--- src/rtl/ivec_pkg.sv ---
`timescale 1ns/1ps
// Package: shared widths and the sequencer state type for the vector fetch unit.
// Assumes a byte-addressed 20-bit physical space and 16-bit read beats.
package ivec_pkg;
    localparam int IVEC_ADDR_W = 20;  // physical byte address width
    localparam int IVEC_DATA_W = 16;  // read beat width
    localparam int IVEC_VEC_W  = 8;   // interrupt number width
    localparam int IVEC_LIM_W  = 16;  // limit register width
    localparam int IVEC_SEG_SH = 4;   // segment scaling shift

    typedef enum logic [1:0] {
        ST_IDLE   = 2'd0,
        ST_RD_OFF = 2'd1,
        ST_RD_SEG = 2'd2
    } ivec_state_e;
endpackage

--- src/rtl/ivec_tbl_regs.sv ---
`timescale 1ns/1ps
// Module: holds the table base and limit registers.
// Assumes the writes come from a trusted configuration source; the two
// registers load independently, and a load takes effect on the next cycle.
module ivec_tbl_regs #(
    parameter int                  ADDR_W    = 20,
    parameter int                  LIM_W     = 16,
    parameter logic [LIM_W-1:0]    RST_LIMIT = 16'h03FF
) (
    input  logic              clk,
    input  logic              rst_n,
    input  logic              base_we,
    input  logic [ADDR_W-1:0] base_wdata,
    input  logic              limit_we,
    input  logic [LIM_W-1:0]  limit_wdata,
    output logic [ADDR_W-1:0] base_q,
    output logic [LIM_W-1:0]  limit_q
);
    // Load the base and limit registers; reset puts the table at address zero
    // with room for every entry.
    always_ff @(posedge clk) begin
        if (!rst_n) begin
            base_q  <= '0;
            limit_q <= RST_LIMIT;
        end else begin
            if (base_we)  base_q  <= base_wdata;
            if (limit_we) limit_q <= limit_wdata;
        end
    end
endmodule

--- src/rtl/ivec_entry_calc.sv ---
`timescale 1ns/1ps
// Module: forms the entry byte address and the bounds verdict for a vector.
// Purely combinational. Assumes each entry is 2**ENTRY_SH bytes long. The
// address wraps modulo 2**ADDR_W, and the bounds test is inclusive of the limit.
module ivec_entry_calc #(
    parameter int ADDR_W   = 20,
    parameter int VEC_W    = 8,
    parameter int LIM_W    = 16,
    parameter int ENTRY_SH = 2
) (
    input  logic [VEC_W-1:0]  vec,
    input  logic [ADDR_W-1:0] base,
    input  logic [LIM_W-1:0]  limit,
    output logic [ADDR_W-1:0] entry_addr,
    output logic              out_of_range
);
    localparam int IDX_W = VEC_W + ENTRY_SH;
    localparam int CMP_W = (IDX_W > LIM_W) ? IDX_W : LIM_W;
    localparam logic [IDX_W-1:0] LOW_MASK = IDX_W'((1 << ENTRY_SH) - 1);

    logic [IDX_W-1:0] idx_first;
    logic [IDX_W-1:0] idx_last;

    // Scale the vector to a byte index, then locate the entry's last byte.
    always_comb begin
        idx_first = {vec, {ENTRY_SH{1'b0}}};
        idx_last  = idx_first | LOW_MASK;
    end

    // Add the scaled index to the base; the carry out of the top bit is dropped.
    always_comb begin
        entry_addr = base + ADDR_W'(idx_first);
    end

    // Compare the last byte index against the limit in a width that holds both.
    always_comb begin
        out_of_range = CMP_W'(idx_last) > CMP_W'(limit);
    end
endmodule

--- src/rtl/ivec_linear.sv ---
`timescale 1ns/1ps
// Module: converts a segment:offset pair to a physical address.
// Purely combinational. The segment is shifted left by SEG_SH and the offset
// is added; the sum is truncated to ADDR_W bits.
module ivec_linear #(
    parameter int ADDR_W = 20,
    parameter int DATA_W = 16,
    parameter int SEG_SH = 4
) (
    input  logic [DATA_W-1:0] seg,
    input  logic [DATA_W-1:0] off,
    output logic [ADDR_W-1:0] lin
);
    localparam int SCALED_W = DATA_W + SEG_SH;

    logic [SCALED_W-1:0] seg_scaled;

    // Scale the segment, then add the offset modulo 2**ADDR_W.
    always_comb begin
        seg_scaled = {seg, {SEG_SH{1'b0}}};
        lin        = ADDR_W'(seg_scaled) + ADDR_W'(off);
    end
endmodule

--- src/rtl/ivec_fetch_ctrl.sv ---
`timescale 1ns/1ps
// Module: sequences the two read beats of one table entry and publishes the result.
// Assumes the memory side holds the acknowledge for a single cycle per beat.
// The entry address and the bounds verdict are sampled when the start is
// accepted, so later register loads do not disturb a fetch in flight.
module ivec_fetch_ctrl
    import ivec_pkg::*;
#(
    parameter int ADDR_W = 20,
    parameter int DATA_W = 16
) (
    input  logic              clk,
    input  logic              rst_n,
    input  logic              start,
    input  logic [ADDR_W-1:0] entry_addr,
    input  logic              out_of_range,
    input  logic              mem_ack,
    input  logic [DATA_W-1:0] mem_rdata,
    input  logic [ADDR_W-1:0] lin_in,
    output logic [DATA_W-1:0] off_tmp,
    output logic              mem_req,
    output logic [ADDR_W-1:0] mem_addr,
    output logic              busy,
    output logic              done,
    output logic              fault,
    output logic [DATA_W-1:0] hnd_segment,
    output logic [DATA_W-1:0] hnd_offset,
    output logic [ADDR_W-1:0] hnd_linear
);
    localparam int BEAT_BYTES = DATA_W / 8;

    ivec_state_e       state_q;
    logic [ADDR_W-1:0] addr_q;

    // Advance the sequencer, capture beats, and raise the one-cycle pulses.
    always_ff @(posedge clk) begin
        if (!rst_n) begin
            state_q     <= ST_IDLE;
            addr_q      <= '0;
            off_tmp     <= '0;
            done        <= 1'b0;
            fault       <= 1'b0;
            hnd_segment <= '0;
            hnd_offset  <= '0;
            hnd_linear  <= '0;
        end else begin
            done  <= 1'b0;
            fault <= 1'b0;
            unique case (state_q)
                ST_IDLE: begin
                    if (start) begin
                        if (out_of_range) begin
                            fault <= 1'b1;
                        end else begin
                            addr_q  <= entry_addr;
                            state_q <= ST_RD_OFF;
                        end
                    end
                end
                ST_RD_OFF: begin
                    if (mem_ack) begin
                        off_tmp <= mem_rdata;
                        addr_q  <= addr_q + ADDR_W'(BEAT_BYTES);
                        state_q <= ST_RD_SEG;
                    end
                end
                ST_RD_SEG: begin
                    if (mem_ack) begin
                        hnd_segment <= mem_rdata;
                        hnd_offset  <= off_tmp;
                        hnd_linear  <= lin_in;
                        done        <= 1'b1;
                        state_q     <= ST_IDLE;
                    end
                end
                default: state_q <= ST_IDLE;
            endcase
        end
    end

    // Request memory in both read states; the address register drives the port.
    always_comb begin
        mem_req  = (state_q == ST_RD_OFF) || (state_q == ST_RD_SEG);
        busy     = (state_q != ST_IDLE);
        mem_addr = addr_q;
    end
endmodule

--- src/rtl/ivec_fetch.sv ---
`timescale 1ns/1ps
// Module: top of the real-mode interrupt vector fetch unit.
// Wires the table registers, the entry address and bounds logic, the
// segment:offset converter and the beat sequencer together.
module ivec_fetch
    import ivec_pkg::*;
#(
    parameter int               ADDR_W    = IVEC_ADDR_W,
    parameter int               DATA_W    = IVEC_DATA_W,
    parameter int               VEC_W     = IVEC_VEC_W,
    parameter int               LIM_W     = IVEC_LIM_W,
    parameter int               SEG_SH    = IVEC_SEG_SH,
    parameter logic [LIM_W-1:0] RST_LIMIT = 16'h03FF
) (
    input  logic              clk,
    input  logic              rst_n,
    input  logic              base_we,
    input  logic [ADDR_W-1:0] base_wdata,
    input  logic              limit_we,
    input  logic [LIM_W-1:0]  limit_wdata,
    input  logic              start,
    input  logic [VEC_W-1:0]  vector,
    output logic              busy,
    output logic              mem_req,
    output logic [ADDR_W-1:0] mem_addr,
    input  logic              mem_ack,
    input  logic [DATA_W-1:0] mem_rdata,
    output logic              done,
    output logic              fault,
    output logic [DATA_W-1:0] hnd_segment,
    output logic [DATA_W-1:0] hnd_offset,
    output logic [ADDR_W-1:0] hnd_linear
);
    localparam int WORDS_PER_ENTRY = 2;
    localparam int ENTRY_BYTES     = WORDS_PER_ENTRY * (DATA_W / 8);
    localparam int ENTRY_SH        = $clog2(ENTRY_BYTES);

    logic [ADDR_W-1:0] base_q;
    logic [LIM_W-1:0]  limit_q;
    logic [ADDR_W-1:0] entry_addr;
    logic              out_of_range;
    logic [DATA_W-1:0] off_tmp;
    logic [ADDR_W-1:0] lin_w;

    ivec_tbl_regs #(
        .ADDR_W    (ADDR_W),
        .LIM_W     (LIM_W),
        .RST_LIMIT (RST_LIMIT)
    ) u_regs (
        .clk         (clk),
        .rst_n       (rst_n),
        .base_we     (base_we),
        .base_wdata  (base_wdata),
        .limit_we    (limit_we),
        .limit_wdata (limit_wdata),
        .base_q      (base_q),
        .limit_q     (limit_q)
    );

    ivec_entry_calc #(
        .ADDR_W   (ADDR_W),
        .VEC_W    (VEC_W),
        .LIM_W    (LIM_W),
        .ENTRY_SH (ENTRY_SH)
    ) u_calc (
        .vec          (vector),
        .base         (base_q),
        .limit        (limit_q),
        .entry_addr   (entry_addr),
        .out_of_range (out_of_range)
    );

    ivec_linear #(
        .ADDR_W (ADDR_W),
        .DATA_W (DATA_W),
        .SEG_SH (SEG_SH)
    ) u_lin (
        .seg (mem_rdata),
        .off (off_tmp),
        .lin (lin_w)
    );

    ivec_fetch_ctrl #(
        .ADDR_W (ADDR_W),
        .DATA_W (DATA_W)
    ) u_ctrl (
        .clk          (clk),
        .rst_n        (rst_n),
        .start        (start),
        .entry_addr   (entry_addr),
        .out_of_range (out_of_range),
        .mem_ack      (mem_ack),
        .mem_rdata    (mem_rdata),
        .lin_in       (lin_w),
        .off_tmp      (off_tmp),
        .mem_req      (mem_req),
        .mem_addr     (mem_addr),
        .busy         (busy),
        .done         (done),
        .fault        (fault),
        .hnd_segment  (hnd_segment),
        .hnd_offset   (hnd_offset),
        .hnd_linear   (hnd_linear)
    );
endmodule

--- config.mk ---
export PLATFORM = sky130hd
export DESIGN_NAME = ivec_fetch
export DESIGN_NICKNAME = d
export VERILOG_FILES = /design/src/rtl/ivec_pkg.sv /design/src/rtl/ivec_tbl_regs.sv /design/src/rtl/ivec_entry_calc.sv /design/src/rtl/ivec_linear.sv /design/src/rtl/ivec_fetch_ctrl.sv /design/src/rtl/ivec_fetch.sv
export SDC_FILE = /design/constraint.sdc
export NUM_CORES = 1
export LEC_CHECK = 0
export ABC_AREA = 1
export BUFFER_PORTS_ARGS = -buffer_cell sky130_fd_sc_hd__buf_2
export CORE_UTILIZATION = 50
export CTS_CLUSTER_DIAMETER = 80
export DETAILED_ROUTE_END_ITERATION = 10
export GPL_TIMING_DRIVEN = 1
export HOLD_SLACK_MARGIN = 0.02
export PLACE_DENSITY = 0.79
export SKIP_LAST_GASP = 1
export SLEW_MARGIN = 20
export SYNTH_ARGS = -nofsm -noshare
export SYNTH_HDL_FRONTEND = slang
export SYNTH_SLANG_ARGS = --single-unit
--- constraint.sdc ---
create_clock -name clk -period 1.9 [get_ports clk]
set_input_delay 0.38 -clock clk [delete_from_list [all_inputs] [get_ports clk]]
set_output_delay 0.38 -clock clk [all_outputs]
set_load 0.02 [all_outputs]
# Word-level counts from Yosys, hierarchy flattened
# Index checks and enable logic that the tools add are counted.
# totals
register_bits,128
input_bits,66
out_inout_bits,76
wordCells,41
# classes
add_sub_neg,3
order_cmp,1
eq_ne,6
n_mux,11
reduce_logical,10
# op_table
cell,n
$mux W20,3
$pmux W20 S2,1
$add A20 B10 Y20,1
$add A20 B16 Y20,1
$add A20 B2 Y20 const B,1
$gt A10 B16 Y1,1
$mux W2,4
$ne A2 B2 Y1 const B,4
$reduce_and A4 Y1,2
$pmux W2 S3,1
$reduce_and A2 Y1,3
$reduce_bool A2 Y1,2
$reduce_and A3 Y1,1
$eq A2 B1 Y1 const B,1
$eq A2 B2 Y1 const B,1
$logic_not A2 Y1,1
$mux W1,2
$logic_or A1 B1 Y1,1

# Logic depth before layout (Yosys ltp)
# Gate-level depths: netlist of run 1.
# logic_depth
ltp_word,4
depth_mapped,14
depth_no_buf,13

# Modules after synthesis
# From an unflattened synthesis of run 1, not the netlist that was laid out.
# hier_totals
cells_unflattened,1123
hier_area_um2,7206.9
# by_module_without_submodules
module,n_inst,cells_each,area_per_inst_um2
ivec_fetch_ctrl,1,552,3862.5
ivec_tbl_regs,1,207,1436.4
ivec_entry_calc,1,196,1046.0
ivec_linear,1,168,862.1

# Least setup slack after synthesis of run 1
# Ideal clock, no wire load.
# synth_timing
path_kind,input port to flip-flop
from,input mem_rdata[0]
to,register u_ctrl.hnd_linear[18]
setup_ps,133
arrival_ps,1711
setup_slack_ps,57
cell_stages,11
path_cell_list,ha_1 inv_1 fa_1 o21ai_1 nand2_1 nand2_1 nand3_1 nand3_1 nand2_1 nor2_1 nor2_1
# synth_between
elab_chain_cells,1
# synth_lines
item,line,source
from (decl),ivec_fetch.sv:27,"input logic [DATA_W-1:0] mem_rdata,"
$add A20 B16 Y20,ivec_linear.sv:21,lin = ADDR_W'(seg_scaled) + ADDR_W'(off);
to (signal assigned),ivec_fetch_ctrl.sv:71,hnd_linear <= lin_in;
to (decl),ivec_fetch_ctrl.sv:28,output logic [ADDR_W-1:0] hnd_linear
# Every way passes these cells.
# A chain may end at the register's enable or synchronous reset.

# Final worst setup path of run 1
# layout_timing
from,register u_ctrl.state_q[0]
to,output busy
# layout_between
elab_chain_cells,1
# layout_lines
item,line,source
from (decl),ivec_fetch_ctrl.sv:32,ivec_state_e state_q;
from (signal assigned),ivec_fetch_ctrl.sv:38,state_q <= ST_IDLE;
from (signal assigned),ivec_fetch_ctrl.sv:56,state_q <= ST_RD_OFF;
from (signal assigned),ivec_fetch_ctrl.sv:64,state_q <= ST_RD_SEG;
$reduce_bool A2 Y1,ivec_fetch_ctrl.sv:84,busy = (state_q != ST_IDLE);
to (decl),ivec_fetch.sv:23,"output logic busy,"
# Every way passes these cells.

==> results of run 1 <==
[worst max-delay path by stage]
stage,end,depth (start not counted),slack (ps)
global route,u_ctrl.hnd_linear[18],12,-50
global placement,u_ctrl.hnd_linear[18],13,-120
floorplan,u_ctrl.hnd_linear[18],11,60
finish,busy,4,80
detailed placement,u_ctrl.hnd_linear[18],13,-160
CTS,u_ctrl.hnd_linear[18],12,30
[layout make-up]
cell class / instances / area, um^2 / share of cell area (%)
Multi-Input combinational cell: 761 / 3820 / 43.9
Sequential cell: 124 / 2480 / 28.5
Timing Repair Buffer: 204 / 1260 / 14.5
Clock buffer: 20 / 447 / 5.13
Inverter: 95 / 357 / 4.10
Tap cell: 176 / 220 / 2.53
Clock inverter: 12 / 116 / 1.34
[tightest hold or removal path, cell delays in order]
cell    delay, ps
buf_2          70
nor2_1         30
nor2_1         80
[stage by stage]
stage / worst slack, ps / TNS [ps] / area, um^2 / utilization, % / power, mW
floorplan: 56.7 / 0 / 6770 / - / 6.52
finish: 81.7 / 0 / 8700 / 65.7 / 11.4
global placement: -116 / -926 / 7930 / 59.9 / 7.90
CTS: 33.9 / 0 / 8490 / 64.1 / 11.1
detailed placement: -157 / -1470 / 7930 / 59.9 / 7.95
global route: -52.9 / -136 / 8700 / 65.7 / 12.1
[per-layer routing]
metal | vias to the layer above | wire length [um] | global-route usage, %
li1 | 3665 | - | -
met4 | 0 | 609 | 11.7
met3 | 43 | 918 | 5.94
met2 | 195 | 9770 | 49.7
met5 | - | 0 | 0
met1 | 3240 | 8220 | 32.6
[cell families (layout without fill, tap and decap cells)]
kind of cell | after synthesis | after routing | share of synthesized area [%]
buffers and inverters | 137 | 331 | 8.63
adders and majority gates | 35 | 35 | 6.69
DFF | 124 | 124 | 36.7
xor gates and xnor gates | 10 | 10 | 1.29
and+or+nand+nor | 533 | 533 | 32.3
AOI/OAI and AO/OA | 183 | 183 | 14.4
[registers in the layout (all words and copies together), names as in the netlist]
register and count:
u_ctrl.hnd_linear 20, u_ctrl.off_tmp 16, u_ctrl.hnd_segment 16, u_ctrl.mem_addr 20, u_regs.limit_q 16, u_ctrl.hnd_offset 12
u_ctrl.done 1, u_ctrl.fault 1, u_ctrl.state_q 2, u_regs.base_q 20
[cell usage after synthesis (7+ instances only)]
cell        n
xor2_1      8
o21ai_0   109
ha_1       33
nand2_1   214
nand4_1    13
buf_2       7
clkbuf_1   23
nand3_1    60
dfxtp_1   124
inv_1      90
a21oi_1    50
nor3_1      9
nor2_1    222
[what timing repair did]
item | CTS | global route
endpoints found under the setup margin | 1 | 19
hold endpoints to repair | 0 | 0
gates cloned | 0 | 2
pin swaps | 0 | 4
hold buffers | 0 | 0
gates resized for setup | 1 | 23
buffers inserted | 0 | 7
[power by group through the flow]
stage / clock [mW] / sequential, mW / combinational, mW
final: 3.09 / 3.54 / 4.72
after detailed placement: 0 / 3.59 / 4.37
after global placement: 0 / 3.58 / 4.32
after global routing: 3.24 / 3.61 / 5.25
after CTS: 3.12 / 3.54 / 4.40
after floorplan: 0 / 3.96 / 2.56
==> results.py, run 1 <==
metrics = {
    "critical_path": {
        "cpMaxStageDelayCell": "dfxtp_1",
        "cp-end-kind": "primary output",
        "crit_family": "buffers and inverters",
        "ff2ff_setup_slack_ps": 90,
        "crit_path_max_fanout": 4,
        "ff2ff_path_depth": 12,
        "path_class": "reg2out",
        "r2r-start": "u_regs.limit_q[7]",
        "cp-start-kind": "flip-flop",
        "startpoint": "u_ctrl.state_q[0]",
        "path_common_cell": "inv_1",
        "r2r_end": "u_ctrl.mem_addr[14]",
        "crit_required_ps": 1520,
        "worstPathCellList": "inv_1 -> ha_1 -> inv_1 -> buf_2",
        "max_stage_delay_ps": 330,
        "crit_buf_inv": 3,
        "crit_arrival_ps": 1440,
    },
    "floorplan": {
        "die_y_um": 118,
        "die_w_um": 118,
        "rows": 42,
        "start_util_pct": 51.1,
        "die_area_um2": 14000,
        "boundaryPins": 142,
        "core_area_um2": 13200,
    },
    "placement": {
        "hpwlAfterDp_um": 14100,
        "placed_cells": 1351,
        "io_buffers": 141,
        "place_congestion": 0.924,
    },
    "timing": {
        "fin_crit_ps": 1820,
        "tightest_slew_ps": 529,
        "setup_viol": 0,
        "slew_headroom_pct": 64.5,
        "fmax_mhz": 550,
        "fin_skew_ps": 7.04,
        "holdWs_ps": 178,
        "hold_viol_final": 0,
        "drv_slew": 0,
        "timing.final.crit_share_pct": 95.7,
        "grt_setup_unrepaired": "true",
    },
    "final_layout": {
        "syn2layout_area_growth_pct": 28.5,
        "finalNonFillerCells": 1392,
        "nNetsFinal": 1304,
        "antennaDiodeCount": 0,
        "drive_above_1_share_pct": 22.7,
        "layout_common_cells": "nor2_1 (221), nand2_1 (209), buf_2 (141)",
        "fillers": 1213,
        "layout_commonest_cell": "nor2_1",
    },
    "grt": {
        "track_usage_pct": 28.0,
        "grt_max_degree": 49,
        "overflow": 0,
        "grt_pass1_vias": 6657,
        "grt_pass1_wl_um": 31100,
        "antenna_found_initial": 0,
    },
    "pwr": {
        "cellLeakagePower_nw": 4.39,
        "powerDensity_nw_per_um2": 1310,
        "ir_worst_vdd_v": 0.000734,
        "pwr-share-seq_pct": 31.2,
        "p_int_mw": 6.84,
        "switching_share_pct": 39.8,
        "pwr-share-clk_pct": 27.2,
        "p_sw_mw": 4.52,
        "combPwrFrac_pct": 41.6,
    },
    "drt": {
        "drtIter0Drc": 611,
        "drc": 0,
        "wl_per_cell_um": 14.0,
        "vias": 7143,
        "ant_nets": 0,
        "dr.pass1.iters": 5,
        "vias_per_cell": 5.13,
        "wl_um": 19500,
    },
    "hold_path": {
        "whs_path_depth": 3,
        "hold_path_startpoint": "limit_wdata[13]",
        "hold_end": "u_regs.limit_q[13]",
        "worstHoldPathType": "in2reg",
    },
    "clock_network": {
        "cts_root_buf": "clkbuf_16",
        "cts_tree": "yes",
        "clk-insertion-delay-late_ps": 420,
        "clock-sinks": 124,
        "clk_pin_slew_worst_paths_ps": 60,
        "clockBufferDepth": 2,
        "cts-buffers-inserted": 17,
        "htree_levels": 4,
    },
    "run": {
        "cap_violations": 0,
    },
    "synth": {
        "synthFlopType": "dfxtp_1",
        "yosysTopAreaCell": "dfxtp_1",
        "netlist_top_cells_area": "dfxtp_1 (37%), nor2_1 (12%), nand2_1 (12%)",
        "synthesis.nets": 1123,
        "netlist_instances": 1022,
        "synth_seq_cells": 124,
        "synth_edf_count": 0,
        "ys_async_sr_fraction_pct": 0,
        "netlist_area_um2": 6770,
        "synth_top_cell_area_share_pct": 36.7,
        "yosysSeqAreaShare_pct": 36.7,
        "synth_cell_types": 42,
        "avgSynthCellArea_um2": 6.63,
        "synth_warnings": 0,
    },
    "status": {
        "outcome": "complete, no violations",
    },
}
No activity file was read; power rests on OpenSTA's default activity.
==> run 2: changes to the inputs <==
--- a/config.mk
+++ b/config.mk
@@ -13,6 +13,7 @@
 export GPL_TIMING_DRIVEN = 1
 export HOLD_SLACK_MARGIN = 0.02
 export PLACE_DENSITY = 0.79
+export REMOVE_ABC_BUFFERS = 1
 export SKIP_LAST_GASP = 1
 export SLEW_MARGIN = 20
 export SYNTH_ARGS = -nofsm -noshare
==> results.py, run 2 (synthesized netlist as in run 1, its figures left out) <==
metrics = {
    "floorplan": {
        "die_w_um": 118,
        "rows": 42,
        "core_area_um2": 13200,
        "die_y_um": 118,
        "boundaryPins": 142,
        "start_util_pct": 51.1,
        "die_area_um2": 14000,
    },
    "run": {
        "cap_violations": 0,
    },
    "drt": {
        "wl_um": 19400,
        "wl_per_cell_um": 14.1,
        "drtIter0Drc": 488,
        "dr.pass1.iters": 5,
        "ant_nets": 0,
        "drc": 0,
        "vias": 7165,
        "vias_per_cell": 5.21,
    },
    "critical_path": {
        "crit_required_ps": 2220,
        "r2r_end": "u_ctrl.mem_addr[18]",
        "cp.depth": 12,
        "max_stage_delay_ps": 330,
        "crit_arrival_ps": 2190,
        "r2r-start": "u_regs.limit_q[5]",
        "path_class": "reg2reg",
        "crit_path_max_fanout": 10,
        "cpMaxStageDelayCell": "dfxtp_2",
        "worstPathCellList": "inv_2 -> ha_4 -> nand2_2 -> nor2_2 -> nand2_1 -> o21ai_2 -> inv_2 -> nand2_4 -> nand3_4 -> clkbuf_16 -> nor2_1 -> nor2_1",
        "crit_end": "u_ctrl.mem_addr[18]",
        "cp-start-kind": "flip-flop",
        "crit_family": "simple AND/OR/NAND/NOR gates",
        "crit_buf_inv": 3,
        "ff2ff_setup_slack_ps": 20,
        "startpoint": "u_regs.limit_q[5]",
        "ff2ff_path_depth": 12,
        "cp-end-kind": "flip-flop",
    },
    "pwr": {
        "p_int_mw": 7.22,
        "pwr-share-clk_pct": 29.7,
        "switching_share_pct": 38.9,
        "combPwrFrac_pct": 40.2,
        "pwr-share-seq_pct": 30.1,
        "powerDensity_nw_per_um2": 1350,
        "cellLeakagePower_nw": 4.37,
        "p_sw_mw": 4.60,
        "ir_worst_vdd_v": 0.000792,
    },
    "clock_network": {
        "cts-buffers-inserted": 17,
        "holdBufCountCts": 0,
        "htree_levels": 4,
        "clockBufferDepth": 2,
        "cts_tree": "yes",
        "clk_pin_slew_worst_paths_ps": 60,
        "clock-sinks": 124,
        "cts_root_buf": "clkbuf_16",
        "clk-insertion-delay-late_ps": 420,
    },
    "final_layout": {
        "drive_above_1_share_pct": 23.6,
        "finalNonFillerCells": 1376,
        "nNetsFinal": 1288,
        "antennaDiodeCount": 0,
        "layout_common_cells": "nor2_1 (220), nand2_1 (204), buf_2 (141)",
        "final_util_pct": 66.4,
        "layout_commonest_cell": "nor2_1",
        "syn2layout_area_growth_pct": 29.8,
    },
    "grt": {
        "antenna_found_initial": 1,
        "track_usage_pct": 27.1,
        "grt_pass1_wl_um": 30400,
        "overflow": 0,
        "grt_pass1_vias": 6510,
        "grt_max_degree": 54,
    },
    "timing": {
        "hold_viol_final": 0,
        "holdWs_ps": 174,
        "setup_viol": 0,
        "drv_slew": 0,
        "fin_skew_ps": 6.91,
        "worst_slack_ps": 20.8,
        "fin_tns_setup_ps": 0,
        "timing.final.crit_share_pct": 98.9,
        "tightest_slew_ps": 444,
        "fin_crit_ps": 1880,
        "slew_headroom_pct": 70.4,
        "fmax_mhz": 532,
        "grt_setup_unrepaired": "true",
    },
    "status": {
        "outcome": "complete, no violations",
    },
    "placement": {
        "place_congestion": 0.883,
        "hpwlAfterDp_um": 13400,
        "io_buffers": 141,
        "placed_cells": 1334,
        "dp_slack_ps": -215,
    },
    "hold_path": {
        "worstHoldPathType": "in2reg",
    },
}
[run 2: what timing repair did]
action | in CTS | in global routing
setup endpoints to repair | 4 | 24
pin swaps | 1 | 20
resized for setup | 1 | 47
gates cloned | 0 | 3
setup buffers | 0 | 7
[run 2: final cells by class]
type                            count  area (um^2)
Fill cell                        1206         4450
Inverter                           95          357
Sequential cell                   124         2490
Timing Repair Buffer              188         1170
Clock inverter                     14          205
Multi-Input combinational cell    761         3910
Tap cell                          176          220
Clock buffer                       18          429
[run 2: worst min-delay path by stage]
stage	start	to	slack, ps	depth (start not counted)
2_1_floorplan	u_regs.limit_q[0]	u_regs.limit_q[0]	430	2
3_3_place_gp	u_regs.limit_q[0]	u_regs.limit_q[0]	440	2
3_5_place_dp	u_regs.limit_q[0]	u_regs.limit_q[0]	440	2
4_1_cts	limit_wdata[4]	u_regs.limit_q[4]	160	3
5_1_grt	limit_wdata[3]	u_regs.limit_q[3]	170	3
6_report	limit_wdata[3]	u_regs.limit_q[3]	170	3
[run 2: through the flow]
| stage | power, mW | cell area (um^2) |
|---|---|---|
| after global routing | 12.5 | 8790 |
| final | 11.8 | 8790 |
| after global placement | 7.75 | 7810 |
| after CTS | 11.4 | 8450 |
| after floorplan | 6.29 | 6550 |
| after detailed placement | 7.85 | 7810 |
[run 2: power groups by stage]
stage / clock (mW) / sequential, mW / combinational [mW]
2_1_floorplan: 0 / 3.98 / 2.31
3_3_place_gp: 0 / 3.58 / 4.17
3_5_place_dp: 0 / 3.59 / 4.26
4_1_cts: 3.55 / 3.55 / 4.30
5_1_grt: 3.68 / 3.62 / 5.24
6_report: 3.51 / 3.56 / 4.76
[run 2: routing by layer]
layer	vias up	track usage (%)	part of all wire (%)
met5	-	0	0.067
met4	2	11.2	2.8
met3	43	5.89	6.3
met2	267	47.8	50
met1	3218	31.7	40
li1	3635	-	-
[run 2: tightest hold or removal path: stages]
cell and delay [ps]:
buf_2 80, a21oi_1 50, o21ai_0 60
